`src/rtl/strop_pkg.sv`:
```
package strop_pkg;
  localparam int REG_W  = 32;
  localparam int BYTE_W = 8;
  localparam int SZ_W   = 2;

  typedef enum logic [2:0] {
    OP_CMPU  = 3'd0,
    OP_MOVF  = 3'd1,
    OP_MOVB  = 3'd2,
    OP_MOVU  = 3'd3,
    OP_FILL  = 3'd4,
    OP_UNTIL = 3'd5,
    OP_WHILE = 3'd6,
    OP_RSVD  = 3'd7
  } strop_op_e;

  typedef enum logic [1:0] {
    ST_IDLE,
    ST_REQ,
    ST_WAIT,
    ST_DONE
  } strop_state_e;

  function automatic logic [REG_W-1:0] size_bytes(input logic [SZ_W-1:0] sz);
    return REG_W'(1) << sz;
  endfunction

  function automatic logic [REG_W-1:0] size_mask(input logic [SZ_W-1:0] sz);
    case (sz)
      2'd0:    return REG_W'(32'h0000_00FF);
      2'd1:    return REG_W'(32'h0000_FFFF);
      default: return {REG_W{1'b1}};
    endcase
  endfunction

  function automatic logic op_sized(input strop_op_e op);
    return (op == OP_FILL) || (op == OP_UNTIL) || (op == OP_WHILE);
  endfunction
endpackage

```
`src/rtl/strop_req_gen.sv`:
```
module strop_req_gen
  import strop_pkg::*;
(
  input  strop_op_e         op,
  input  logic              phase,
  input  logic [SZ_W-1:0]   size,
  input  logic [REG_W-1:0]  p_reg,
  input  logic [REG_W-1:0]  q_reg,
  input  logic [BYTE_W-1:0] hold,
  output logic              req_write,
  output logic [REG_W-1:0]  req_addr,
  output logic [SZ_W-1:0]   req_size,
  output logic [REG_W-1:0]  req_wdata
);
  always_comb begin
    req_write = 1'b0;
    req_addr  = p_reg;
    req_size  = '0;
    req_wdata = '0;
    case (op)
      OP_CMPU: req_addr = phase ? q_reg : p_reg;
      OP_MOVF, OP_MOVB, OP_MOVU: begin
        if (phase) begin
          req_write = 1'b1;
          req_addr  = p_reg;
          req_wdata = REG_W'(hold);
        end else begin
          req_addr  = q_reg;
        end
      end
      OP_FILL: begin
        req_write = 1'b1;
        req_size  = size;
        req_wdata = q_reg & size_mask(size);
      end
      OP_UNTIL, OP_WHILE: req_size = size;
      default: req_addr = p_reg;
    endcase
  end
endmodule

```
`src/rtl/strop_step_eval.sv`:
```
module strop_step_eval
  import strop_pkg::*;
(
  input  strop_op_e         op,
  input  logic              phase,
  input  logic [SZ_W-1:0]   size,
  input  logic [REG_W-1:0]  p_reg,
  input  logic [REG_W-1:0]  q_reg,
  input  logic [REG_W-1:0]  n_reg,
  input  logic [BYTE_W-1:0] hold,
  input  logic [REG_W-1:0]  rdata,
  output logic              adv_phase,
  output logic              stop,
  output logic              flag_we,
  output logic              nxt_z,
  output logic              nxt_c,
  output logic [REG_W-1:0]  nxt_p,
  output logic [REG_W-1:0]  nxt_q,
  output logic [REG_W-1:0]  nxt_n
);
  logic [REG_W-1:0]  elem, elem_diff, n_dec, step;
  logic [BYTE_W-1:0] byte_b, byte_diff;
  logic              n_last;

  assign elem      = rdata & size_mask(size);
  assign elem_diff = elem - q_reg;
  assign byte_b    = rdata[BYTE_W-1:0];
  assign byte_diff = hold - byte_b;
  assign n_dec     = n_reg - REG_W'(1);
  assign n_last    = (n_dec == '0);
  assign step      = size_bytes(size);

  always_comb begin
    adv_phase = 1'b0;
    stop      = 1'b0;
    flag_we   = 1'b0;
    nxt_z     = 1'b0;
    nxt_c     = 1'b0;
    nxt_p     = p_reg;
    nxt_q     = q_reg;
    nxt_n     = n_dec;
    case (op)
      OP_CMPU: begin
        if (!phase) begin
          adv_phase = 1'b1;
        end else begin
          nxt_p   = p_reg + REG_W'(1);
          nxt_q   = q_reg + REG_W'(1);
          flag_we = 1'b1;
          nxt_z   = (byte_diff == '0);
          nxt_c   = (hold >= byte_b);
          stop    = (hold != byte_b) || (hold == '0) || n_last;
        end
      end
      OP_MOVF, OP_MOVU, OP_MOVB: begin
        if (!phase) begin
          adv_phase = 1'b1;
        end else begin
          nxt_p = (op == OP_MOVB) ? p_reg - REG_W'(1) : p_reg + REG_W'(1);
          nxt_q = (op == OP_MOVB) ? q_reg - REG_W'(1) : q_reg + REG_W'(1);
          stop  = n_last || ((op == OP_MOVU) && (hold == '0));
        end
      end
      OP_FILL: begin
        nxt_p = p_reg + step;
        stop  = n_last;
      end
      OP_UNTIL: begin
        nxt_p   = p_reg + step;
        flag_we = 1'b1;
        nxt_z   = (elem_diff == '0);
        nxt_c   = (elem <= q_reg);
        stop    = (elem == q_reg) || n_last;
      end
      OP_WHILE: begin
        nxt_p   = p_reg + step;
        flag_we = 1'b1;
        nxt_z   = n_last;
        nxt_c   = (elem <= q_reg);
        stop    = (elem != q_reg) || n_last;
      end
      default: stop = 1'b1;
    endcase
  end
endmodule

```
`src/rtl/strop_engine.sv`:
```
module strop_engine
  import strop_pkg::*;
(
  input  logic              clk,
  input  logic              rst_n,
  input  logic              start,
  input  logic [2:0]        op_in,
  input  logic [SZ_W-1:0]   size_in,
  input  logic [REG_W-1:0]  p_in,
  input  logic [REG_W-1:0]  q_in,
  input  logic [REG_W-1:0]  n_in,
  output logic              busy,
  output logic              done,
  output logic              err,
  output logic [REG_W-1:0]  p_out,
  output logic [REG_W-1:0]  q_out,
  output logic [REG_W-1:0]  n_out,
  output logic              flag_z,
  output logic              flag_c,
  output logic              mem_req_valid,
  input  logic              mem_req_ready,
  output logic              mem_req_write,
  output logic [REG_W-1:0]  mem_req_addr,
  output logic [SZ_W-1:0]   mem_req_size,
  output logic [REG_W-1:0]  mem_req_wdata,
  input  logic              mem_rsp_valid,
  input  logic [REG_W-1:0]  mem_rsp_rdata
);
  strop_state_e      state_q;
  strop_op_e         op_q, op_start;
  logic              phase_q, z_q, c_q, err_q, start_bad, step_ev;
  logic [SZ_W-1:0]   size_q;
  logic [REG_W-1:0]  p_q, q_q, n_q;
  logic [BYTE_W-1:0] hold_q;

  logic              adv_phase, stop, flag_we, nxt_z, nxt_c;
  logic [REG_W-1:0]  nxt_p, nxt_q, nxt_n;

  assign op_start  = strop_op_e'(op_in);
  assign start_bad = (op_start == OP_RSVD) || (op_sized(op_start) && (size_in == 2'd3));

  strop_req_gen u_req (
    .op(op_q), .phase(phase_q), .size(size_q), .p_reg(p_q), .q_reg(q_q),
    .hold(hold_q), .req_write(mem_req_write), .req_addr(mem_req_addr),
    .req_size(mem_req_size), .req_wdata(mem_req_wdata)
  );

  strop_step_eval u_eval (
    .op(op_q), .phase(phase_q), .size(size_q), .p_reg(p_q), .q_reg(q_q),
    .n_reg(n_q), .hold(hold_q), .rdata(mem_rsp_rdata),
    .adv_phase(adv_phase), .stop(stop), .flag_we(flag_we),
    .nxt_z(nxt_z), .nxt_c(nxt_c), .nxt_p(nxt_p), .nxt_q(nxt_q), .nxt_n(nxt_n)
  );

  assign step_ev = ((state_q == ST_REQ) && mem_req_ready && mem_req_write) ||
                   ((state_q == ST_WAIT) && mem_rsp_valid);

  always_ff @(posedge clk) begin
    if (!rst_n) begin
      state_q <= ST_IDLE;
      op_q    <= OP_CMPU;
      size_q  <= '0;
      phase_q <= 1'b0;
      p_q     <= '0;
      q_q     <= '0;
      n_q     <= '0;
      hold_q  <= '0;
      z_q     <= 1'b0;
      c_q     <= 1'b0;
      err_q   <= 1'b0;
    end else begin
      case (state_q)
        ST_IDLE: begin
          if (start) begin
            op_q    <= op_start;
            size_q  <= size_in;
            p_q     <= p_in;
            q_q     <= q_in;
            n_q     <= n_in;
            phase_q <= 1'b0;
            err_q   <= start_bad;
            if (start_bad || (n_in == '0)) state_q <= ST_DONE;
            else                           state_q <= ST_REQ;
          end
        end
        ST_REQ:  if (mem_req_ready && !mem_req_write) state_q <= ST_WAIT;
        ST_WAIT: ;
        default: state_q <= ST_IDLE;
      endcase
      if (step_ev) begin
        if (adv_phase) begin
          hold_q  <= mem_rsp_rdata[BYTE_W-1:0];
          phase_q <= 1'b1;
          state_q <= ST_REQ;
        end else begin
          p_q     <= nxt_p;
          q_q     <= nxt_q;
          n_q     <= nxt_n;
          phase_q <= 1'b0;
          if (flag_we) begin
            z_q <= nxt_z;
            c_q <= nxt_c;
          end
          state_q <= stop ? ST_DONE : ST_REQ;
        end
      end
    end
  end

  assign busy          = (state_q == ST_REQ) || (state_q == ST_WAIT);
  assign done          = (state_q == ST_DONE);
  assign err           = done && err_q;
  assign mem_req_valid = (state_q == ST_REQ);
  assign p_out         = p_q;
  assign q_out         = q_q;
  assign n_out         = n_q;
  assign flag_z        = z_q;
  assign flag_c        = c_q;
endmodule

```
`config.mk`:
```
export PLATFORM = sky130hd
export DESIGN_NAME = strop_engine
export DESIGN_NICKNAME = d
export VERILOG_FILES = /design/src/rtl/strop_pkg.sv /design/src/rtl/strop_req_gen.sv /design/src/rtl/strop_step_eval.sv /design/src/rtl/strop_engine.sv
export SDC_FILE = /design/constraint.sdc
export NUM_CORES = 1
export LEC_CHECK = 0
export BUFFER_PORTS_ARGS = -buffer_cell sky130_fd_sc_hd__buf_2
export CORE_MARGIN = 1
export CORE_UTILIZATION = 57
export CTS_CLUSTER_DIAMETER = 120
export DETAILED_ROUTE_END_ITERATION = 16
export GPL_TIMING_DRIVEN = 0
export MAX_ROUTING_LAYER = met4
export PLACE_DENSITY = 0.83
export REMOVE_ABC_BUFFERS = 1
export SLEW_MARGIN = 5
export SYNTH_ARGS = -nofsm -noshare
export SYNTH_HDL_FRONTEND = slang
export SYNTH_HIERARCHICAL = 1
export SYNTH_SLANG_ARGS = --single-unit
```
`constraint.sdc`:
```
create_clock -name clk -period 3.9 [get_ports clk]
set_clock_uncertainty 0.05 [all_clocks]
set_input_delay 0 -clock clk [delete_from_list [all_inputs] [get_ports clk]]
set_output_delay 0 -clock clk [all_outputs]
set_load 0.005 [all_outputs]
```
==> results of run 1 <==
metrics by stage:
stage	setup TNS (ps)	util	setup WS, ps
6_report	-189	0.713	-189
5_1_grt	-271	0.713	-257
4_1_cts	-58.5	0.710	-58.5
3_5_place_dp	-20820	0.637	-1380
3_3_place_gp	-457290	0.628	-5250
2_1_floorplan	-223920	-	-2320
state kept, by name, indices dropped and copies added (netlist names):
name / count
err_q: 1
flag_c: 1
flag_z: 1
hold_q: 8
n_out: 32
op_q: 3
p_out: 32
phase_q: 1
q_out: 32
size_q: 2
state_q: 2
synthesized netlist by cell type (50+ instances only):
master | count | area share
ha_1 | 54 | 0.048
nand2_1 | 336 | 0.089
o211a_1 | 100 | 0.071
inv_1 | 79 | 0.021
a21oi_1 | 110 | 0.039
nor3_1 | 70 | 0.025
nor2_1 | 144 | 0.038
xnor2_1 | 58 | 0.036
dfxtp_1 | 115 | 0.16
o21ai_0 | 85 | 0.030
nand3_1 | 147 | 0.052
and2_1 | 50 | 0.022
clkbuf_1 | 108 | 0.029
area by class of cell:
cell class	count	area [µm²]
multi-input cells	1714	10900
fillers	1956	6990
clock inverters	15	158
well taps	324	405
inverters	80	302
clock buffers	17	425
flip-flops and latches	115	2330
repair buffers	424	2830
repair_timing:
| action | in CTS | in global routing |
|---|---|---|
| hold endpoints to repair | 111 | 0 |
| setup endpoints to repair | 31 | 50 |
| hold buffers | 109 | 0 |
| gates resized for setup | 33 | 17 |
per-layer routing:
metal / vias up / track usage / share of wire / wire length, µm
met3: 377 / 0.0826 / 0.12 / 7490
met5: - / - / 0 / 0
li1: 8131 / - / - / -
met2: 1623 / 0.756 / 0.43 / 27500
met4: 0 / 0.348 / 0.076 / 4860
met1: 8550 / 0.593 / 0.38 / 23900
power by group:
group | internal (mW) | switching [mW]
clock network | 0.910 | 0.759
logic | 2.37 | 3.68
registers | 1.43 | 0.822
critical path, delay by kind of cell (launching register included):
family          cells  cell delay, ps
buf+inv             1             200
fa+ha+maj           1             500
flops               1             640
simple gates        6            1230
compound gates      5            1380
kinds of logic (layout without fill, tap and decap cells):
family / count (synthesis) / in the layout / synth area share
and+or+nand+nor: 1004 / 1004 / 0.355
AOI/OAI and AO/OA: 520 / 520 / 0.265
buffers and inverters: 234 / 536 / 0.0767
DFF: 115 / 115 / 0.163
xor gates and xnor gates: 91 / 91 / 0.0565
adders and majority gates: 55 / 55 / 0.0493
muxes: 44 / 44 / 0.0342
worst paths after layout:
path / endpoint / slack [ps]
min reg2reg: err_q / 460
min: p_out[28] / 10
max: flag_z / -190
max reg2reg: flag_z / -190
==> key figures, run 1 <==
Outcome
  • Outcome: finished with violations
  • Failing checks: setup timing

Floorplan
  • Die Width: approximately 160 µm
  • # rows: 57
  • Core box area: 0.0243 mm²
  • Io pins: around 310
  • Die Y: roughly 160 µm
  • Die area: about 0.025 mm²
  • Initial core utilization: 0.580

Hold path
  • Hold/Removal Path Class: in2reg
  • Hold path startpoint: rst_n
  • WHS Path Cells: 2

Power and ir drop
  • P_leak: roughly 8.4 nW
  • Cell Pwr Density: around 570 mW/mm²
  • Total power: around 10 mW
  • Peak VDD IR: approximately 0.72 mV

Clock network
  • CTS tree: done
  • Clk root buf: clkbuf_16
  • CTS H-tree lvls: 4
  • Insertion delay to the later sink of the worst-skew pair: 430 ps
  • Max clock buf depth: 2
  • Clock Sinks: about 120
  • Postcts setup bufs: 0
  • Num CTS Buffers: 17
  • Register clock-pin slew on the reported worst setup and hold paths: around 70 ps

Detailed routing
  • Number of DRC markers in iteration 0: 2607
  • Vias post-DR: about 19000
  • Avg WL per Cell: 23.7 µm
  • Drt drc: 0
  • DR pass1 iterations: 7
  • Post-DRT Antenna Nets: 0
  • Vias per Instance: a little under 7
  • Final WL: between 60000 and 70000 µm

Placed design
  • Placed cell areas: roughly 0.015 mm²
  • Port Buffers: ~310
  • Detailed Place HPWL: about 43000 µm
  • Placed insts: roughly 2500
  • Placer Congestion: ~1.0

Yosys
  • Primary FF master, synth: dfxtp_1
  • Async S/R FF share, synth: 0
  • Synth Instances: roughly 2100
  • Avg Cell Area, Syn: ~6.8 µm²
  • Unique cell type count in the Yosys netlist: 86
  • EDFF count, synth: 0
  • Post-Syn Area: ~0.014 mm²
  • Yosys warns: 6
  • Register bit total from synthesis: between 100 and 150
  • Sequential-to-total area share from yosys stat: 0.163

GRT
  • Grt total ovfl: 0
  • Pin count of the biggest net entering global routing: 84
  • GRT Util Overall: 0.495
  • Initial antenna violation count: 1
  • Global-route wire length before repair: roughly 97000 µm
  • Vias in the first global route: around 17000

STA
  • Final hold viol count: 0
  • Final max-slew violation count: 0
  • Worst Tran Pin Value: around 1100 ps
  • Setup WS post-layout: -189 ps
  • Unrepaired setup endpoints after global routing: yes
  • Max_slew headroom: 0.290
  • Fmax: ~0.24 GHz
  • Min cycle time layout: 4090 ps
  • Hold Slack: roughly 13 ps
  • Period utilization: 1.05
  • Final setup fails: 1

Finish
  • Total Nets Final: approximately 2500
  • Fraction of layout cells with a size suffix above 1: 0.199
  • Commonest non-fill, non-tap cell in the layout: nand2_1
  • Fin cells: 2689
  • ANT cells: 0
  • Most frequent cells in the layout: nand2_1, buf_2, nand3_1, nor2_1, dlygate4sd3_1
  • Design area: 0.0173 mm²
  • Area growth syn-to-layout: 22.9%

Critical path
  • Data arrival time of the critical path: about 4400 ps
  • Reg2Reg Depth: 13
  • Reg-to-Reg Start: q_out[11]
  • Worst setup path start: q_out[11]
  • Crit path largest cell delay: around 640 ps
  • CP dominant cell by count: nand3_1
  • Worst Path Max Fanout: 9
  • Endpoint class of the critical path: flop
  • Setup crit start kind: flop
  • Crit path required time: 4210 ps
  • Critical path, cell by cell: inv_1, ha_1, and2_1, nand3_1, nor2_1, a211oi_2, a2111o_1, a311oi_2, nand4_1, nor4b_2, a41o_1, nand3_1, a21boi_0
  • Max stage delay cell, worst path: dfxtp_1
  • Crit Path Class: reg2reg

Flow run
  • Max-Cap Viols: 0
Note: power is estimated with default switching activity, not from simulation.
==> inputs of run 2 (changes only) <==
--- a/config.mk
+++ b/config.mk
@@ -5,14 +5,14 @@
 export SDC_FILE = /design/constraint.sdc
 export NUM_CORES = 1
 export LEC_CHECK = 0
-export BUFFER_PORTS_ARGS = -buffer_cell sky130_fd_sc_hd__buf_2
 export CORE_MARGIN = 1
-export CORE_UTILIZATION = 57
+export CORE_UTILIZATION = 65
 export CTS_CLUSTER_DIAMETER = 120
 export DETAILED_ROUTE_END_ITERATION = 16
+export DONT_BUFFER_PORTS = 1
 export GPL_TIMING_DRIVEN = 0
 export MAX_ROUTING_LAYER = met4
-export PLACE_DENSITY = 0.83
+export PLACE_DENSITY = 0.81
 export REMOVE_ABC_BUFFERS = 1
 export SLEW_MARGIN = 5
 export SYNTH_ARGS = -nofsm -noshare
==> run 2 against run 1 <==
The run now fails in 5_1_grt. Area after synthesis is the same. Synthesized cell count is the same.
==> key figures, run 2 <==
Placed design
  • Placer Congestion: 1.05 (about the same)
  • Port Buffers: 0 (-100%)
  • Detailed Place HPWL: 39800 µm (-7.4%)
  • Place WS: -1390 ps (-18.7 ps)

Yosys
  • Post-Syn Area: 0.0141 mm² (unchanged)
  • Synth area leaders: dfxtp_1, nand2_1, o211a_1
  • Most frequent cells after synthesis: nand2_1, nand3_1, nor2_1
  • Area leader, netlist: dfxtp_1
  • Avg Cell Area, Syn: 6.84 µm² (unchanged)
  • EDFF count, synth: 0 (unchanged)
  • Primary FF master, synth: dfxtp_1
  • Async S/R FF share, synth: 0 (unchanged)
  • Count leader, synth: nand2_1
  • Sequential-to-total area share from yosys stat: 0.163 (unchanged)
  • Yosys top cell area share: 0.163 (unchanged)
  • Register bit total from synthesis: 115 (unchanged)
  • Yosys warns: 6 (unchanged)
  • Unique cell type count in the Yosys netlist: 86 (unchanged)
  • Synth Instances: 2063 (unchanged)

Clock network
  • Clock Sinks: 115 (unchanged)
  • Max clock buf depth: 2 (unchanged)
  • Clk root buf: clkbuf_16
  • Num CTS Buffers: 17 (unchanged)
  • CTS H-tree lvls: 4 (unchanged)

Outcome
  • Error msg: [ERROR GRT-0232] Routing congestion too high. Check the congestion heatmap in the GUI.
  • Outcome: aborted with a tool error
  • Failing step: 5_1_grt

Floorplan
  • Die Y: 149 µm (-6.3%)
  • # rows: 53 (-7.0%)
  • Io pins: 307 (unchanged)
  • Die Width: 149 µm (-6.3%)
  • Initial core utilization: 0.667 (+0.0868)

STA
  • Worst ep type: sequential cell input
  • Worst EP post-GRT repair: flag_z$_SDFFE_PN0P_/D

GRT
  • Grt total ovfl: 34
  • Initial antenna violation count: 11
  • GRT Util Overall: 0.762
  • Pin count of the biggest net entering global routing: roughly 120
run 2: what timing repair did:
item                                    4_1_cts
buffers inserted                              1
gates cloned                                  0
endpoints found under the hold margin       115
pin swaps                                     1
hold buffers                                 72
gates resized for setup                      30
endpoints found under the setup margin       36
run 2: cells by family after synthesis:
| family | count (synthesis) | synth area share |
|---|---|---|
| and+or+nand+nor | 1004 | 0.355 |
| AOI/OAI and AO/OA | 520 | 0.265 |
| buffers and inverters | 234 | 0.0767 |
| DFF | 115 | 0.163 |
| xor gates and xnor gates | 91 | 0.0565 |
| adders and majority gates | 55 | 0.0493 |
| muxes | 44 | 0.0342 |
run 2: stage by stage:
step           TNS, ps  hold slack (ps)   util  cells  instance area [µm²]
4_1_cts           -181             -339  0.721   2296                15300
3_5_place_dp    -21880             95.4  0.655   2191                13900
3_3_place_gp   -440980             93.9  0.646   2184                13700
2_1_floorplan  -223920             78.2      -   1909                13300
run 2: layer usage:
layer	GRT usage	overflow
met5	-	-
met3	0.602	3
met4	0.648	11
met2	0.918	18
met1	0.777	2
==> inputs of run 3 (changes only) <==
--- a/config.mk
+++ b/config.mk
@@ -6,13 +6,11 @@
 export NUM_CORES = 1
 export LEC_CHECK = 0
 export CORE_MARGIN = 1
-export CORE_UTILIZATION = 65
-export CTS_CLUSTER_DIAMETER = 120
+export CORE_UTILIZATION = 40
 export DETAILED_ROUTE_END_ITERATION = 16
 export DONT_BUFFER_PORTS = 1
 export GPL_TIMING_DRIVEN = 0
-export MAX_ROUTING_LAYER = met4
-export PLACE_DENSITY = 0.81
+export PLACE_DENSITY_LB_ADDON = 0.15
 export REMOVE_ABC_BUFFERS = 1
 export SLEW_MARGIN = 5
 export SYNTH_ARGS = -nofsm -noshare
==> run 3 against run 2 <==
The flow now finishes, with violations (hold timing).
==> key figures, run 3 (synthesized netlist as in run 1, its figures left out) <==
Detailed routing
  • Vias per Instance: roughly 6.5
  • DR pass1 iterations: 6
  • Post-DRT Antenna Nets: 0
  • Drt drc: 0
  • Vias post-DR: between 15000 and 20000
  • Final WL: roughly 60000 µm
  • Avg WL per Cell: about 24 µm
  • Number of DRC markers in iteration 0: 1532

Clock network
  • Clock Sinks: 115 (unchanged)
  • Register clock-pin slew on the reported worst setup and hold paths: around 70 ps
  • Num CTS Buffers: 17 (unchanged)
  • Insertion delay to the later sink of the worst-skew pair: roughly 450 ps
  • CTS tree: done
  • Clk root buf: clkbuf_16
  • CTS H-tree lvls: 4 (unchanged)
  • Max clock buf depth: 2 (unchanged)
  • Hold buffers post-CTS: 59 (-18%)

Critical path
  • Data arrival time of the critical path: 4210 ps
  • Crit path largest cell delay: roughly 530 ps
  • Crit Path Class: reg2reg
  • Top Family by Delay on Critical Path: simple AND/OR/NAND/NOR gates
  • Max stage delay cell, worst path: ha_1
  • Crit path required time: 4220 ps
  • Endpoint class of the critical path: flop
  • CP dominant cell by count: nand2_1
  • Worst Path Max Fanout: 25
  • Setup crit start kind: flop
  • WP buf/inv: 0
  • Critical path, cell by cell: nor2_4, nor2b_1, ha_1, nand2_1, a21oi_1, nand2_1, or4_1, and3_1, a211oi_1, o211a_1, nor4b_2, a41o_1, nand3_1, a21boi_0

GRT
  • GRT Util Overall: 0.319
  • Pin count of the biggest net entering global routing: 118
  • Vias in the first global route: 14700
  • Initial antenna violation count: 5
  • Grt total ovfl: 0
  • Global-route wire length before repair: between 80000 and 90000 µm

Power and ir drop
  • Comb pwr share: 0.583
  • Internal power: 4.67 mW
  • Clk pwr share: 0.180
  • Peak VDD IR: 0.515 mV
  • Cell Pwr Density: 613 mW/mm²
  • P_leak: approximately 7 nW
  • Seq pwr share: 0.237
  • Switching share of power: 0.514
  • NetSw: a little under 5 mW

Floorplan
  • Die Y: 190 µm (+27%)
  • Core box area: 0.0346 mm²
  • Die Width: 190 µm (+27%)
  • # rows: 68 (+28%)
  • Initial core utilization: 0.407 (-0.259)
  • Io pins: 307 (unchanged)
  • Die area: 0.0360 mm²

Placed design
  • Placed cell areas: 0.0141 mm² (+2.0%)
  • Place WS: -1510 ps (-118 ps)
  • Detailed Place HPWL: 42700 µm (+7.3%)
  • Port Buffers: 0 (unchanged)
  • Placer Congestion: 0.946 (-9.5%)

Finish
  • Commonest non-fill, non-tap cell in the layout: nand2_1
  • Total Nets Final: between 2000 and 2500
  • Fraction of layout cells with a size suffix above 1: 0.0955
  • Most frequent cells in the layout: nand2_1, nand3_1, nor2_1, a21oi_1, o211a_1
  • Area growth syn-to-layout: 11.1%
  • Design area: about 0.016 mm²
  • FILL cells: approximately 3600

STA
  • Worst Tran Pin Value: ~1000 ps
  • Unrepaired setup endpoints after global routing: yes
  • Post-route setup TNS: 0 ps
  • Max_slew headroom: 0.309
  • Period utilization: 0.998
  • Final max-slew violation count: 0
  • Min cycle time layout: a little under 4000 ps
  • Setup WS post-layout: about 6.7 ps
  • Fmax: ~0.26 GHz
  • Final hold viol count: 70
  • Hold Slack: -353 ps
  • Final setup fails: 0

Outcome
  • Outcome: finished with violations
  • Failing checks: hold timing

Hold path
  • Hold/Removal Path Class: in2reg

Flow run
  • Max-Cap Viols: 0
## run 3: power groups by stage
stage	Clock [mW]	Sequential [mW]	Combinational, mW
after global routing	1.80	2.33	6.12
after floorplan	0	1.92	3.82
after CTS	1.75	2.26	5.34
after global placement	0	2.28	5.06
after detailed placement	0	2.27	5.15
final	1.73	2.28	5.61
## run 3: final cells by class
cell class / instances / area, µm² / share of cell area
Tap cell: 455 / 569 / 0.0363
Antenna cell: 7 / 17.5 / 0.00112
Multi-Input combinational cell: 1717 / 10900 / 0.698
Clock inverter: 15 / 196 / 0.0125
Clock buffer: 17 / 425 / 0.0271
Inverter: 80 / 302 / 0.0192
Timing Repair Buffer: 76 / 875 / 0.0558
Sequential cell: 115 / 2350 / 0.150
## run 3: per-stage QoR
stage / util / power [mW] / hold slack (ps) / instances
final: 0.453 / 9.61 / -353 / 2482
after global routing: 0.452 / 10.3 / -362 / 2479
after CTS: 0.446 / 9.35 / -365 / 2465
after detailed placement: 0.408 / 7.42 / 96.5 / 2373
after global placement: 0.401 / 7.33 / 101 / 2364
after floorplan: - / 5.73 / 78.2 / 1909
## run 3: path summary, 6_finish.rpt
check,from,end,slack (ps),depth (start not counted)
min,rst_n,q_out[25],-350,1
max reg2reg,size_q[1],flag_z,7,14
min reg2reg,flag_z,flag_z,510,2
max,size_q[1],flag_z,7,14
## run 3: timing repair
item / CTS / global route
gates resized for setup: 29 / 41
setup endpoints to repair: 30 / 43
setup buffers: 0 / 8
endpoints found under the hold margin: 115 / 70
pin swaps: 0 / 6
gates cloned: 1 / 2
## run 3: routing by layer
layer / global-route usage / part of all wire / vias to the layer above
met5: 0 / 0 / -
met4: 0.125 / 0.033 / 0
met3: 0.0773 / 0.097 / 104
met2: 0.508 / 0.45 / 812
met1: 0.411 / 0.42 / 7648
li1: - / - / 7479
